### src/rtl/uart_tx_pkg.sv
package uart_tx_pkg;

    localparam int CHAR_W = 8;

    typedef struct packed {
        logic [1:0] wlen;
        logic       par_en;
        logic       even;
        logic       stick;
        logic       two_stop;
    } frame_cfg_t;

    typedef enum logic [2:0] {
        ST_IDLE,
        ST_START,
        ST_DATA,
        ST_PARITY,
        ST_STOP
    } tx_state_t;

    function automatic logic [3:0] word_bits(input logic [1:0] code);
        return 4'd5 + {2'b00, code};
    endfunction

    function automatic logic [CHAR_W-1:0] mask_char(input logic [CHAR_W-1:0] c,
                                                   input logic [1:0] code);
        logic [CHAR_W-1:0] m;
        m = '0;
        for (int i = 0; i < CHAR_W; i++) begin
            m[i] = (i < int'(word_bits(code)));
        end
        return c & m;
    endfunction

    function automatic logic parity_of(input logic [CHAR_W-1:0] masked,
                                       input frame_cfg_t cfg);
        if (cfg.stick) begin
            return ~cfg.even;
        end
        return cfg.even ? (^masked) : ~(^masked);
    endfunction

endpackage

### src/rtl/uart_tx_queue.sv
module uart_tx_queue
    import uart_tx_pkg::*;
#(
    parameter int DEPTH = 16
) (
    input  logic              clk,
    input  logic              rst,
    input  logic              single_mode,
    input  logic              push,
    input  logic [CHAR_W-1:0] push_data,
    input  logic              pop,
    output logic [CHAR_W-1:0] pop_data,
    output logic              empty,
    output logic              full,
    output logic [$clog2(DEPTH+1)-1:0] count
);
    localparam int PTR_W = (DEPTH > 1) ? $clog2(DEPTH) : 1;
    localparam int CNT_W = $clog2(DEPTH+1);

    logic [CHAR_W-1:0] mem [DEPTH];
    logic [PTR_W-1:0]  wr_ptr, rd_ptr;
    logic              push_ok, pop_ok;

    assign empty    = (count == '0);
    assign full     = single_mode ? !empty : (count == CNT_W'(DEPTH));
    assign push_ok  = push && !full;
    assign pop_ok   = pop && !empty;
    assign pop_data = mem[rd_ptr];

    function automatic logic [PTR_W-1:0] next_ptr(input logic [PTR_W-1:0] p);
        return (p == PTR_W'(DEPTH-1)) ? '0 : p + 1'b1;
    endfunction

    always_ff @(posedge clk) begin
        if (rst) begin
            wr_ptr <= '0;
            rd_ptr <= '0;
            count  <= '0;
        end else begin
            if (push_ok) begin
                mem[wr_ptr] <= push_data;
                wr_ptr      <= next_ptr(wr_ptr);
            end
            if (pop_ok) begin
                rd_ptr <= next_ptr(rd_ptr);
            end
            case ({push_ok, pop_ok})
                2'b10:   count <= count + 1'b1;
                2'b01:   count <= count - 1'b1;
                default: count <= count;
            endcase
        end
    end
endmodule

### src/rtl/uart_tx_serializer.sv
module uart_tx_serializer
    import uart_tx_pkg::*;
#(
    parameter int TICKS_PER_BIT = 16
) (
    input  logic              clk,
    input  logic              rst,
    input  logic              en,
    input  logic              tick,
    input  logic              have_char,
    input  logic [CHAR_W-1:0] char_in,
    input  frame_cfg_t        cfg_in,
    output logic              take,
    output logic              busy,
    output logic              txd
);
    localparam int TW = (TICKS_PER_BIT > 1) ? $clog2(TICKS_PER_BIT) : 1;

    tx_state_t         st;
    frame_cfg_t        cfg_q;
    logic [TW-1:0]     tick_cnt;
    logic [3:0]        bit_idx;
    logic [CHAR_W-1:0] shreg;
    logic              par_q;
    logic              second_stop;
    logic              bit_end;

    assign take    = (st == ST_IDLE) && en && have_char;
    assign busy    = (st != ST_IDLE);
    assign bit_end = tick && (tick_cnt == TW'(TICKS_PER_BIT-1));

    always_ff @(posedge clk) begin
        if (rst) begin
            st          <= ST_IDLE;
            cfg_q       <= '0;
            tick_cnt    <= '0;
            bit_idx     <= '0;
            shreg       <= '0;
            par_q       <= 1'b1;
            second_stop <= 1'b0;
        end else if (st == ST_IDLE) begin
            if (take) begin
                st          <= ST_START;
                cfg_q       <= cfg_in;
                shreg       <= mask_char(char_in, cfg_in.wlen);
                par_q       <= parity_of(mask_char(char_in, cfg_in.wlen), cfg_in);
                tick_cnt    <= '0;
                bit_idx     <= '0;
                second_stop <= 1'b0;
            end
        end else begin
            if (tick) begin
                tick_cnt <= bit_end ? '0 : tick_cnt + 1'b1;
            end
            if (bit_end) begin
                case (st)
                    ST_START: begin
                        st      <= ST_DATA;
                        bit_idx <= '0;
                    end
                    ST_DATA: begin
                        shreg <= shreg >> 1;
                        if (bit_idx == word_bits(cfg_q.wlen) - 4'd1) begin
                            st <= cfg_q.par_en ? ST_PARITY : ST_STOP;
                        end else begin
                            bit_idx <= bit_idx + 4'd1;
                        end
                    end
                    ST_PARITY: st <= ST_STOP;
                    ST_STOP: begin
                        if (cfg_q.two_stop && !second_stop) begin
                            second_stop <= 1'b1;
                        end else begin
                            st <= ST_IDLE;
                        end
                    end
                    default: st <= ST_IDLE;
                endcase
            end
        end
    end

    always_comb begin
        case (st)
            ST_START:  txd = 1'b0;
            ST_DATA:   txd = shreg[0];
            ST_PARITY: txd = par_q;
            default:   txd = 1'b1;
        endcase
    end
endmodule

### src/rtl/uart_frame_tx.sv
module uart_frame_tx
    import uart_tx_pkg::*;
#(
    parameter int DEPTH         = 16,
    parameter int TICKS_PER_BIT = 16
) (
    input  logic              clk,
    input  logic              rst,
    input  logic              en,
    input  logic              baud_tick,
    input  logic              wr_en,
    input  logic [CHAR_W-1:0] wr_data,
    input  logic [1:0]        cfg_wlen,
    input  logic              cfg_par_en,
    input  logic              cfg_even,
    input  logic              cfg_stick,
    input  logic              cfg_two_stop,
    input  logic              cfg_fifo_en,
    output logic              full,
    output logic              busy,
    output logic              txd
);
    localparam int CNT_W = $clog2(DEPTH+1);

    frame_cfg_t        cfg_live;
    logic [CHAR_W-1:0] q_data;
    logic              q_empty;
    logic              q_pop;
    logic [CNT_W-1:0]  q_count;

    assign cfg_live = '{wlen: cfg_wlen, par_en: cfg_par_en, even: cfg_even,
                        stick: cfg_stick, two_stop: cfg_two_stop};

    uart_tx_queue #(.DEPTH(DEPTH)) queue_i (
        .clk        (clk),
        .rst        (rst),
        .single_mode(!cfg_fifo_en),
        .push       (wr_en),
        .push_data  (wr_data),
        .pop        (q_pop),
        .pop_data   (q_data),
        .empty      (q_empty),
        .full       (full),
        .count      (q_count)
    );

    uart_tx_serializer #(.TICKS_PER_BIT(TICKS_PER_BIT)) ser_i (
        .clk      (clk),
        .rst      (rst),
        .en       (en),
        .tick     (baud_tick),
        .have_char(!q_empty),
        .char_in  (q_data),
        .cfg_in   (cfg_live),
        .take     (q_pop),
        .busy     (busy),
        .txd      (txd)
    );
endmodule

### config.mk
export PLATFORM = sky130hd
export DESIGN_NAME = uart_frame_tx
export DESIGN_NICKNAME = d
export VERILOG_FILES = /design/src/rtl/uart_tx_pkg.sv /design/src/rtl/uart_tx_queue.sv /design/src/rtl/uart_tx_serializer.sv /design/src/rtl/uart_frame_tx.sv
export SDC_FILE = /design/constraint.sdc
export NUM_CORES = 1
export LEC_CHECK = 0
export ABC_AREA = 1
export BUFFER_PORTS_ARGS = -buffer_cell sky130_fd_sc_hd__buf_2
export CORE_ASPECT_RATIO = 1.1
export CORE_MARGIN = 2
export CORE_UTILIZATION = 45
export CTS_CLUSTER_DIAMETER = 30
export DETAILED_ROUTE_END_ITERATION = 12
export PLACE_DENSITY = 0.67
export SLEW_MARGIN = 20
export SYNTH_ARGS = -nofsm -noshare
export SYNTH_HDL_FRONTEND = slang
export SYNTH_SLANG_ARGS = --single-unit
export TNS_END_PERCENT = 50
### constraint.sdc
create_clock -name clk -period 3 [get_ports clk]
set_input_delay 0.45 -clock clk [delete_from_list [all_inputs] [get_ports clk]]
set_output_delay 0.45 -clock clk [all_outputs]
set_load 0.05 [all_outputs]
==> impl_metrics.csv <==
group,metric,value,unit
status,status,"finished, final reports clean",
timing,timing.final.crit_share,0.906,
setup_path,slowest_delay,0.34,ns
logic_synthesis,synth_top_area_frac,0.499,
global_routing,grt_max_degree,39,
cts,cts_setup_buffers,0,
setup_path,cp_max_fo,5,
timing,finalSetupViolations,0,
worst_hold_path,min-delay-path-class,"primary input to flop",
finish,fin_nets,893,
setup_path,arrival,3.08,ns
setup_path,crit_slowest_cell,"ha_1",
timing,fin_crit,2.72,ns
placement,portBuffers,22,
finish,syn2layout_area_growth,12.7,%
cts,cts.clk_slew.worst_paths,0.07,ns
detailed_routing,first_iter_violations,463,
detailed_routing,routedWlPerCell,14.9,um
setup_path,r2r-start,"queue_i.count[0]",
detailed_routing,viasPerCell,5.00,
global_routing,antenna_found_initial,0,
logic_synthesis,synth.ff_latch_count,170,
pwr,p_per_area,913,nW/um^2
die,rows,50,
detailed_routing,routed_wl,16100,um
timing,max_freq,368,MHz
logic_synthesis,yosysTopAreaCell,"edfxtp_1",
job,drv_cap,0,
placement,routabilityCongestion,0.792,
pwr,leakagePower,3.70,nW
placement,dp_hpwl,10400,um
die,initial_core_util,0.456,
placement,placed_area,8080,um^2
timing,worst_pin_slew,0.665,ns
cts,worst_skew_pair.late_latency,0.43,ns
die,io_pins,23,
cts,cts_tree,"yes",
cts,htreeDepth,4,
logic_synthesis,synth_edf_count,128,
finish,drive_gt1_frac,0.118,
setup_path,reg2reg_setup_slack,0.28,ns
logic_synthesis,yosysWarnings,0,
timing,hold_violations,0,
placement,dp.cells,1050,
pwr,power_frac_comb,0.362,
pwr,ir_drop,0.606,mV
timing,finalMaxSlewViolations,0,
pwr,pwr-share-clk,0.274,
cts,hold_buffers,0,
setup_path,crit_required,3.37,ns
finish,fin_cells,1082,
setup_path,cp_cell_sequence,"inv_1 -> nand4_1 -> nor2_2 -> a21oi_2 -> nor2_1 -> inv_1 -> ha_1 -> ha_1 -> nand2_1 -> nand2_1 -> a31oi_1 -> nor2_1 -> nor3_1 -> o21ai_0 -> a21oi_1",
cts,cts.sinks,170,
logic_synthesis,synth_most_common_cell,"nand2_1",
logic_synthesis,syn_nets,857,
global_routing,grt_usage,0.188,
setup_path,r2r_end,"queue_i.count[4]",
logic_synthesis,yosysSeqAreaShare,0.608,
die,dieHeight,141,um
detailed_routing,vias,5407,
logic_synthesis,synth_area,7710,um^2
setup_path,crit_path_end_kind,"flop",
logic_synthesis,synth-async-reset-ratio,0,
setup_path,crit_type,"flop to flop",
logic_synthesis,yosys-top-cells-area,"edfxtp_1 (50%), nand2_1 (11%), dfxtp_1 (11%)",
global_routing,grt_pass1_vias,5240,
pwr,intPower,0.00492,W
detailed_routing,dr.pass1.iters,4,
pwr,switching_share,0.380,
setup_path,cpLargestDelayFamily,"simple AND/OR/NAND/NOR gates",
worst_hold_path,hp-start,"cfg_par_en",
worst_hold_path,whs_endpoint,"ser_i.cfg_q[3]",
worst_hold_path,hold_path_depth,3,
setup_path,cp-start-kind,"flop",
finish,final_area,8690,um^2
global_routing,grt_pass1_wl,26100,um
die,fp.dieW,129,um
logic_synthesis,synthFlopType,"edfxtp_1",
pwr,switchingPower,0.00301,W
timing,skew,0.0110,ns
cts,cts_buffer_depth,2,
cts,cts_root_buf,"clkbuf_16",
die,die_area,18200,um^2
pwr,power_frac_seq,0.364,
cts,cts_made_buffers,17,
logic_synthesis,yosysUniqueCellTypes,40,
detailed_routing,ant_nets,0,
cts,cts-resized-gates,0,
logic_synthesis,synth_cells,825,
setup_path,cp_num_buf_inv,2,
logic_synthesis,syn_area_per_cell,9.34,um^2
timing,max_slew_margin,0.556,
die,core_area,16900,um^2
finish,fillers,1535,
detailed_routing,drc,0,
setup_path,r2r_cells,15,
global_routing,grt.overflow.total,0,
logic_synthesis,synthTopCellsByCount,"nand2_1 (225), edfxtp_1 (128), inv_1 (114), nand3_1 (97), nor2_1 (62)",
finish,antennaDiodeCount,0,
[sequential cells by signal, indices dropped and copies added, names as in the netlist, named ones only]
register,count
ser_i.cfg_q,4
queue_i.wr_ptr,4
ser_i.second_stop,1
queue_i.rd_ptr,4
ser_i.tick_cnt,4
queue_i.mem,128
ser_i.shreg,8
ser_i.st,3
ser_i.bit_idx,4
queue_i.count,5
ser_i.par_q,1
[kinds of logic after synthesis]
kind of cell    count (synthesis)  share of synthesized area
buf+inv                       153                     0.0844
simple gates                  405                      0.220
flops                         170                      0.608
xor+xnor                        5                    0.00568
compound gates                 80                     0.0612
fa+ha+maj                      12                     0.0205
[metal layers]
metal,part of all wire,up-vias,GRT usage
met3,0.041,19,0.0419
met4,0.016,0,0.0618
met2,0.50,100,0.325
li1,-,2764,-
met1,0.44,2524,0.233
met5,0,-,0
[worst max path at each step]
stage                     cells after the start              from                to
after CTS                                    15  queue_i.count[0]  queue_i.count[4]
after global placement                       15  queue_i.count[0]  queue_i.count[4]
after detailed placement                     15  queue_i.count[0]  queue_i.count[4]
final                                        15  queue_i.count[0]  queue_i.count[4]
after floorplan                              16  queue_i.count[1]  queue_i.count[4]
after global routing                         15  queue_i.count[0]  queue_i.count[4]
[metrics by stage]
| stage | util | power (W) | worst slack [ns] | hold WS (ns) | TNS [ns] |
|---|---|---|---|---|---|
| finish | 0.514 | 0.00793 | 0.283 | 0.321 | 0 |
| global route | 0.514 | 0.00847 | -0.00361 | 0.342 | -0.00361 |
| CTS | 0.514 | 0.00799 | 0.270 | 0.315 | 0 |
| detailed placement | 0.478 | 0.00581 | 0.288 | 0.458 | 0 |
| global placement | 0.478 | 0.00578 | 0.342 | 0.449 | 0 |
| floorplan | - | 0.00519 | 0.275 | 0.423 | 0 |
[layout by cell type, fill, tap and decap left out, drive strengths merged, types with 2 or more instances in the layout]
master	count
a211oi	6
a21oi	35
a31oi	3
buf	46
clkbuf	23
clkinv	6
dfxtp	42
edfxtp	128
ha	11
inv	127
nand2	229
nand3	97
nand4	3
nor2	65
nor3	8
o211ai	2
o21ai	30
or2	2
xnor2	3
xor2	2
[power by group through the flow]
stage	combinational, W	clock, W	sequential [W]
after global routing	0.00326	0.00230	0.00292
final	0.00287	0.00217	0.00289
after floorplan	0.00229	0	0.00290
after CTS	0.00290	0.00221	0.00289
after detailed placement	0.00288	0	0.00294
after global placement	0.00285	0	0.00293
[final cells by class]
| type | count | area (um^2) | share of cell area |
|---|---|---|---|
| well taps | 208 | 260 | 0.0300 |
| flip-flops and latches | 170 | 4690 | 0.539 |
| clock buffers | 23 | 553 | 0.0637 |
| inverters | 124 | 467 | 0.0537 |
| repair buffers | 46 | 290 | 0.0334 |
| multi-input cells | 502 | 2380 | 0.274 |
| clock inverters | 9 | 51.3 | 0.00591 |
[tightest hold or removal path, cell delays in order]
cell and delay [ns]:
buf_2 0.07, o21ai_0 0.07, a21oi_1 0.12
Note: power is estimated with default switching activity, not from simulation.
